--- config.mk ---
export PLATFORM = sky130hd
export DESIGN_NAME = cascade_irq_ctrl
export DESIGN_NICKNAME = d
export VERILOG_FILES = /design/src/rtl/cascade_irq_pkg.sv /design/src/rtl/cascade_irq_cause.sv /design/src/rtl/cascade_irq_prio.sv /design/src/rtl/cascade_irq_vector.sv /design/src/rtl/cascade_irq_ctrl.sv
export SDC_FILE = /design/constraint.sdc
export NUM_CORES = 1
export LEC_CHECK = 0
export ABC_AREA = 0
export CAP_MARGIN = 20
export CORE_ASPECT_RATIO = 0.75
export CORE_MARGIN = 2
export CORE_UTILIZATION = 45
export CTS_CLUSTER_DIAMETER = 150
export DETAILED_ROUTE_END_ITERATION = 7
export PLACE_DENSITY = 0.7
export SLEW_MARGIN = 25
export SYNTH_ARGS = -nofsm -noshare
export SYNTH_HDL_FRONTEND = slang
export SYNTH_SLANG_ARGS = --single-unit
--- constraint.sdc ---
create_clock -name clk -period 3.7 [get_ports clk]
set_clock_uncertainty 0.1 [all_clocks]
set_input_delay 0.74 -clock clk [delete_from_list [all_inputs] [get_ports clk]]
set_output_delay 0.74 -clock clk [all_outputs]
set_load 0.02 [all_outputs]
--- src/rtl/cascade_irq_pkg.sv ---
package cascade_irq_pkg;
   typedef enum logic [1:0] {
      BANK_PRI = 2'd0,
      BANK_SEC = 2'd1,
      BANK_PIN = 2'd2
   } bank_e;

   localparam logic [7:0] OFF_PRI_CAUSE = 8'h04;
   localparam logic [7:0] OFF_SEC_CAUSE = 8'h0C;
   localparam logic [7:0] OFF_PRI_MASK  = 8'h14;
   localparam logic [7:0] OFF_SEC_MASK  = 8'h1C;
   localparam logic [7:0] OFF_SELECT    = 8'h24;
   localparam logic [7:0] OFF_PIN_CAUSE = 8'h08;
   localparam logic [7:0] OFF_PIN_MASK  = 8'h0C;
endpackage

--- src/rtl/cascade_irq_cause.sv ---
// Sticky cause register: clear-by-zero writes, source set has priority.
module cascade_irq_cause #(
   parameter int                  WIDTH = 32,
   parameter logic [WIDTH-1:0]    LIVE  = '1
) (
   input  logic             clk,
   input  logic             rst_n,
   input  logic [WIDTH-1:0] lvl,
   input  logic             wr,
   input  logic [WIDTH-1:0] wdata,
   output logic [WIDTH-1:0] cause
);
   logic [WIDTH-1:0] kept;

   always_comb begin
      kept = wr ? (cause & wdata) : cause;
   end

   always_ff @(posedge clk or negedge rst_n) begin
      if (!rst_n) cause <= '0;
      else        cause <= (kept | lvl) & LIVE;
   end
endmodule

--- src/rtl/cascade_irq_prio.sv ---
// Highest-set-bit encoder.
module cascade_irq_prio #(
   parameter int WIDTH = 32,
   localparam int IW   = $clog2(WIDTH)
) (
   input  logic [WIDTH-1:0] req,
   output logic             any,
   output logic [IW-1:0]    idx
);
   always_comb begin
      idx = '0;
      for (int i = 0; i < WIDTH; i++) begin
         if (req[i]) idx = IW'(i);
      end
      any = |req;
   end
endmodule

--- src/rtl/cascade_irq_vector.sv ---
// Bank choice, vector code and select-register word.
module cascade_irq_vector
   import cascade_irq_pkg::*;
#(
   parameter int               WIDTH   = 32,
   parameter int               SEL_BIT = 30,
   parameter logic [WIDTH-1:0] SUMMARY = '0,
   localparam int              IW      = $clog2(WIDTH),
   localparam int              CODE_W  = 2 + IW
) (
   input  logic [WIDTH-1:0]  pri_en,
   input  logic [WIDTH-1:0]  sec_en,
   input  logic [WIDTH-1:0]  pin_en,
   output logic              valid,
   output logic [CODE_W-1:0] code,
   output logic [WIDTH-1:0]  sel_word
);
   logic          pri_any, sec_any, pin_any;
   logic [IW-1:0] pri_idx, sec_idx, pin_idx;
   logic          sum_hit;

   cascade_irq_prio #(.WIDTH(WIDTH)) u_pri (.req(pri_en), .any(pri_any), .idx(pri_idx));
   cascade_irq_prio #(.WIDTH(WIDTH)) u_sec (.req(sec_en), .any(sec_any), .idx(sec_idx));
   cascade_irq_prio #(.WIDTH(WIDTH)) u_pin (.req(pin_en), .any(pin_any), .idx(pin_idx));

   always_comb begin
      sum_hit = |(sec_en & SUMMARY);
      valid   = 1'b0;
      code    = '0;
      sel_word = pri_en;
      if (sec_any) begin
         sel_word          = sec_en;
         sel_word[SEL_BIT] = 1'b1;
         valid             = 1'b1;
         if (sum_hit && pin_any) code = {BANK_PIN, pin_idx};
         else                    code = {BANK_SEC, sec_idx};
      end else if (pri_any) begin
         valid = 1'b1;
         code  = {BANK_PRI, pri_idx};
      end
   end
endmodule

--- src/rtl/cascade_irq_ctrl.sv ---
module cascade_irq_ctrl
   import cascade_irq_pkg::*;
#(
   parameter int          GROUP_W  = 32,
   parameter int          ADDR_W   = 8,
   parameter int          SUM_LSB  = 24,
   parameter int          NUM_SUM  = 4,
   parameter int          SEL_BIT  = 30,
   parameter logic [7:0]  PIN_BASE = 8'h80,
   localparam int         SRC_W    = 3 * GROUP_W,
   localparam int         IW       = $clog2(GROUP_W),
   localparam int         CODE_W   = 2 + IW,
   localparam int         SUM_SPAN = GROUP_W / NUM_SUM
) (
   input  logic              clk,
   input  logic              rst_n,
   input  logic [SRC_W-1:0]  src,
   input  logic              bus_we,
   input  logic [ADDR_W-1:0] bus_addr,
   input  logic [GROUP_W-1:0] bus_wdata,
   output logic [GROUP_W-1:0] bus_rdata,
   output logic              cpu_irq,
   output logic              vec_valid,
   output logic [CODE_W-1:0] vec_code
);
   localparam logic [GROUP_W-1:0] RSV     = {GROUP_W{1'b1}} << SEL_BIT;
   localparam logic [GROUP_W-1:0] SUMMARY = ((GROUP_W'(1) << NUM_SUM) - 1) << SUM_LSB;
   localparam logic [GROUP_W-1:0] PRI_LIVE = ~RSV;
   localparam logic [GROUP_W-1:0] SEC_LIVE = ~(RSV | SUMMARY);
   localparam logic [ADDR_W-1:0]  A_PIN_CAUSE = ADDR_W'(PIN_BASE + OFF_PIN_CAUSE);
   localparam logic [ADDR_W-1:0]  A_PIN_MASK  = ADDR_W'(PIN_BASE + OFF_PIN_MASK);

   if (GROUP_W != 32) begin : g_bad_width
      $error("GROUP_W must be 32 for the 2+5 bit vector layout");
   end
   if (SUM_LSB + NUM_SUM > SEL_BIT) begin : g_bad_summary
      $error("summary bits overlap the select flag");
   end
   if (GROUP_W % NUM_SUM != 0) begin : g_bad_span
      $error("NUM_SUM must divide GROUP_W");
   end
   if (ADDR_W < 8) begin : g_bad_addr
      $error("ADDR_W too small for the register map");
   end

   logic [GROUP_W-1:0] pri_cause, sec_latched, sec_cause, pin_cause;
   logic [GROUP_W-1:0] pri_mask, sec_mask, pin_mask;
   logic [GROUP_W-1:0] pri_en, sec_en, pin_en;
   logic [GROUP_W-1:0] sel_word;
   logic [NUM_SUM-1:0] pin_sum;

   logic wr_pri_c, wr_sec_c, wr_pin_c;
   assign wr_pri_c = bus_we && (bus_addr == ADDR_W'(OFF_PRI_CAUSE));
   assign wr_sec_c = bus_we && (bus_addr == ADDR_W'(OFF_SEC_CAUSE));
   assign wr_pin_c = bus_we && (bus_addr == A_PIN_CAUSE);

   cascade_irq_cause #(.WIDTH(GROUP_W), .LIVE(PRI_LIVE)) u_pri_cause (
      .clk(clk), .rst_n(rst_n), .lvl(src[0 +: GROUP_W]),
      .wr(wr_pri_c), .wdata(bus_wdata), .cause(pri_cause));

   cascade_irq_cause #(.WIDTH(GROUP_W), .LIVE(SEC_LIVE)) u_sec_cause (
      .clk(clk), .rst_n(rst_n), .lvl(src[GROUP_W +: GROUP_W]),
      .wr(wr_sec_c), .wdata(bus_wdata), .cause(sec_latched));

   cascade_irq_cause #(.WIDTH(GROUP_W), .LIVE({GROUP_W{1'b1}})) u_pin_cause (
      .clk(clk), .rst_n(rst_n), .lvl(src[2*GROUP_W +: GROUP_W]),
      .wr(wr_pin_c), .wdata(bus_wdata), .cause(pin_cause));

   always_ff @(posedge clk or negedge rst_n) begin
      if (!rst_n) begin
         pri_mask <= '0;
         sec_mask <= '0;
         pin_mask <= '0;
      end else if (bus_we) begin
         if (bus_addr == ADDR_W'(OFF_PRI_MASK)) pri_mask <= bus_wdata;
         if (bus_addr == ADDR_W'(OFF_SEC_MASK)) sec_mask <= bus_wdata;
         if (bus_addr == A_PIN_MASK)            pin_mask <= bus_wdata;
      end
   end

   assign pin_en = pin_cause & pin_mask;

   for (genvar k = 0; k < NUM_SUM; k++) begin : g_sum
      assign pin_sum[k] = |pin_en[k*SUM_SPAN +: SUM_SPAN];
   end

   assign sec_cause = sec_latched | (GROUP_W'(pin_sum) << SUM_LSB);
   assign pri_en    = pri_cause & pri_mask;
   assign sec_en    = sec_cause & sec_mask;
   assign cpu_irq   = (|pri_en) | (|sec_en);

   cascade_irq_vector #(.WIDTH(GROUP_W), .SEL_BIT(SEL_BIT), .SUMMARY(SUMMARY)) u_vec (
      .pri_en(pri_en), .sec_en(sec_en), .pin_en(pin_en),
      .valid(vec_valid), .code(vec_code), .sel_word(sel_word));

   always_comb begin
      bus_rdata = '0;
      if      (bus_addr == ADDR_W'(OFF_PRI_CAUSE)) bus_rdata = pri_cause;
      else if (bus_addr == ADDR_W'(OFF_SEC_CAUSE)) bus_rdata = sec_cause;
      else if (bus_addr == ADDR_W'(OFF_PRI_MASK))  bus_rdata = pri_mask;
      else if (bus_addr == ADDR_W'(OFF_SEC_MASK))  bus_rdata = sec_mask;
      else if (bus_addr == ADDR_W'(OFF_SELECT))    bus_rdata = sel_word;
      else if (bus_addr == A_PIN_CAUSE)            bus_rdata = pin_cause;
      else if (bus_addr == A_PIN_MASK)             bus_rdata = pin_mask;
   end
endmodule

==> impl_metrics.csv <==
group,metric,value,unit
die,die_width,177,um
placement,place_ws,-0.953,ns
critical_path,path_delay_family,"compound AO/OA/AOI/OAI gates",
cts,tritoncts,"done",
cts,numClockSinks,184,
sta,rsz0062_at_grt,"yes",
critical_path,crit_type,"reg -> out",
run_status,violations,"negative setup slack",
global_routing,grtUsageTotal,35.1,%
cts,htree_levels,4,
routing,wl_per_cell,23.4,um
critical_path,path_cells,"a22o_1 -> o41a_1 -> or4_4 -> nand2b_4 -> nor2_8 -> buf_6 -> nand2_4 -> a221oi_2 -> buf_4 -> buf_6",
sta,fin_crit,3.89,ns
sta,maxSlewHeadroom,53.4,%
logic_synthesis,seq_area_frac_synth,45.8,%
sta,finalCritPeriodShare,105,%
die,io_pins,180,
die,core_area,22000,um2
cells_and_area,instances_no_fill,1788,
critical_path,worstPathMaxFanout,5,
cts,holdBufCountCts,0,
logic_synthesis,syn_area,10100,um2
logic_synthesis,netlist_instances,1025,
critical_path,critPathMostFrequentCell,"buf_6",
placement,globalplace.congestion,0.996,
logic_synthesis,yosysWarnings,0,
routing,drc,0,
placement,port_buffers,171,
sta,max_freq,0.257,GHz
logic_synthesis,syn_nets,1164,
cts,clockRootBuffer,"clkbuf_16",
die,die_h,133,um
run_status,status,"complete, but fails checks",
cts,clk_path_buf_depth,2,
cts,clkTransAtPathRegs,0.08,ns
logic_synthesis,ys_async_sr_fraction,100,%
global_routing,grt_pass1_wl,62800,um
cells_and_area,fin_util,71.2,%
cells_and_area,layout-drive-gt1-share,37.8,%
routing,wl,41800,um
critical_path,slowest_stage,"or4_4",
die,initial_core_util,45.7,%
logic_synthesis,synth_ff_type,"dfrtp_1",
sta,tightest_slew,0.699,ns
routing,dr.pass1.iters,7,
logic_synthesis,ys_types,62,
global_routing,grt_pass1_vias,11100,
critical_path,setup.worst_path.start_class,"flip-flop",
placement,placedCellCount,1731,
die,num_rows,47,
routing,vias,11100,
power,power_density,328,nW/um2
critical_path,r2r_cells,2,
critical_path,crit_buf_inv,3,
critical_path,cp.depth,10,
global_routing,grt_max_degree,73,
critical_path,cp_slowest_stage_delay,0.45,ns
global_routing,grt.overflow.total,0,
logic_synthesis,avgSynthCellArea,9.81,um2
job,drv_cap,0,
sta,final-max-slew-violation-count,0,
critical_path,cp.required,2.86,ns
cells_and_area,nets,1619,
logic_synthesis,ys_ff_latch,184,
sta,hold_viol,0,
power,power,5140,uW
sta,setup_viol_count_final,31,
cts,clkLatencyLatePin,0.43,ns
die,die-area,23600,um2
sta,finalWorstSetupSlack,-0.188,ns
logic_synthesis,synth_edf_count,0,
sta,tns,-2.72,ns
routing,ant_nets,0,
power,ir_drop,327,uV
critical_path,cp.arrival,3.05,ns
routing,drt_iter0_drc,1443,
cells_and_area,syn_to_final_growth,55.7,%
min_path,hp-class,"in -> async",
cts,cts_buffers,17,
power,leakage,0.00696,uW
placement,dpl.hpwl,29200,um
cells_and_area,fillers,1651,
critical_path,end_kind,"primary output",
global_routing,antenna_found_initial,2,
routing,viasPerCell,6.21,
[worst reg2reg max path, cell delays in order, from the launching register on]
cell and delay (ns):
dfrtp_1 0.41, buf_4 0.16, mux2_1 0.29
[metrics by stage]
step	area (um2)	hold slack (ns)
after global placement	14200	0.382
after CTS	15300	0.248
after global routing	15700	0.286
after detailed placement	14200	0.389
final	15700	0.233
after floorplan	10100	0.344
[state kept, by name (all words and copies together) (netlist names)]
signal and cells:
pri_mask 32, u_pri_cause.cause 30, sec_mask 32, u_pin_cause.cause 32, pin_mask 32, u_sec_cause.cause 26
[kinds of logic after synthesis]
| kind of cell | after synthesis | share of synthesized area [%] |
|---|---|---|
| AOI/OAI and AO/OA | 360 | 24.2 |
| DFF | 184 | 45.8 |
| muxes | 97 | 10.9 |
| and+or+nand+nor | 331 | 17.0 |
| buffers and inverters | 53 | 2.10 |
[final cells by class]
type                       instances  area, um2  area share (%)
multi-input combinational        788       5770            36.8
sequential                       184       4600            29.4
timing repair buffer             485       4320            27.6
clock buffer                      17        425            2.72
tap                              294        368            2.35
clock inverter                    15        156           0.999
inverter                           4       15.0          0.0959
antenna                            1       2.50          0.0160
[metal layers]
layer / up-vias / track usage [%] / wire length, um
li1: 4825 / - / -
met1: 5370 / 47.7 / 17200
met2: 761 / 53.5 / 18400
met3: 145 / 8.73 / 4500
met4: 0 / 15.3 / 1730
met5: - / 0 / 0
[cells in the final DEF, fill, tap and decap left out, types with 36 or more instances in the layout]
cell | netlist | routed
nand2b_1 | 90 | 90
buf_6 | 0 | 40
a22oi_1 | 46 | 40
clkdlybuf4s50_1 | 0 | 122
buf_4 | 1 | 290
o21ai_0 | 111 | 103
a21oi_1 | 38 | 36
mux2_2 | 95 | 95
dfrtp_1 | 184 | 184
nand2_1 | 143 | 136
[worst paths after layout]
path | startpoint | to | slack (ns)
setup / recovery | pin_mask[0]$_DFFE_PN0P_ | bus_rdata[29] | -0.19
hold / removal | rst_n | u_pin_cause.cause[10]$_DFF_PN0_ | 0.23
setup reg to reg | pin_mask[10]$_DFFE_PN0P_ | pin_mask[10]$_DFFE_PN0P_ | 2.63
hold reg to reg | pri_mask[31]$_DFFE_PN0P_ | pri_mask[31]$_DFFE_PN0P_ | 0.43
max in group asynchronous | rst_n | pri_mask[22]$_DFFE_PN0P_ | 2.43
min in group clk | pri_mask[31]$_DFFE_PN0P_ | pri_mask[31]$_DFFE_PN0P_ | 0.43
[cell usage after synthesis, drive strengths merged (14+ instances only)]
library cell  number  area (um2)
dfrtp            184        4600
nand2            143         537
o21ai            111         556
mux2              97        1090
nand2b            91         577
a22oi             46         345
a21oi             38         190
clkbuf            28         105
nand3             22         110
o22ai             22         138
buf               21        91.3
a31oi             19         119
a221oi            18         158
nor2              18        83.8
o31ai             18         135
a22o              15         131
nor3              14        70.1
[what timing repair did]
action                     in CTS  in global routing
buffers inserted               13                 11
pin swaps                      33                 27
resized for setup             300                 75
setup endpoints to repair      40                 38
cloned                          2                  1
[report_power, final]
part / leakage (uW) / internal, uW / switching, uW
clock: 0.000286 / 956 / 901
combinational: 0.00458 / 587 / 589
sequential: 0.00209 / 2060 / 43.0
No activity file was read; power rests on OpenSTA's default activity.
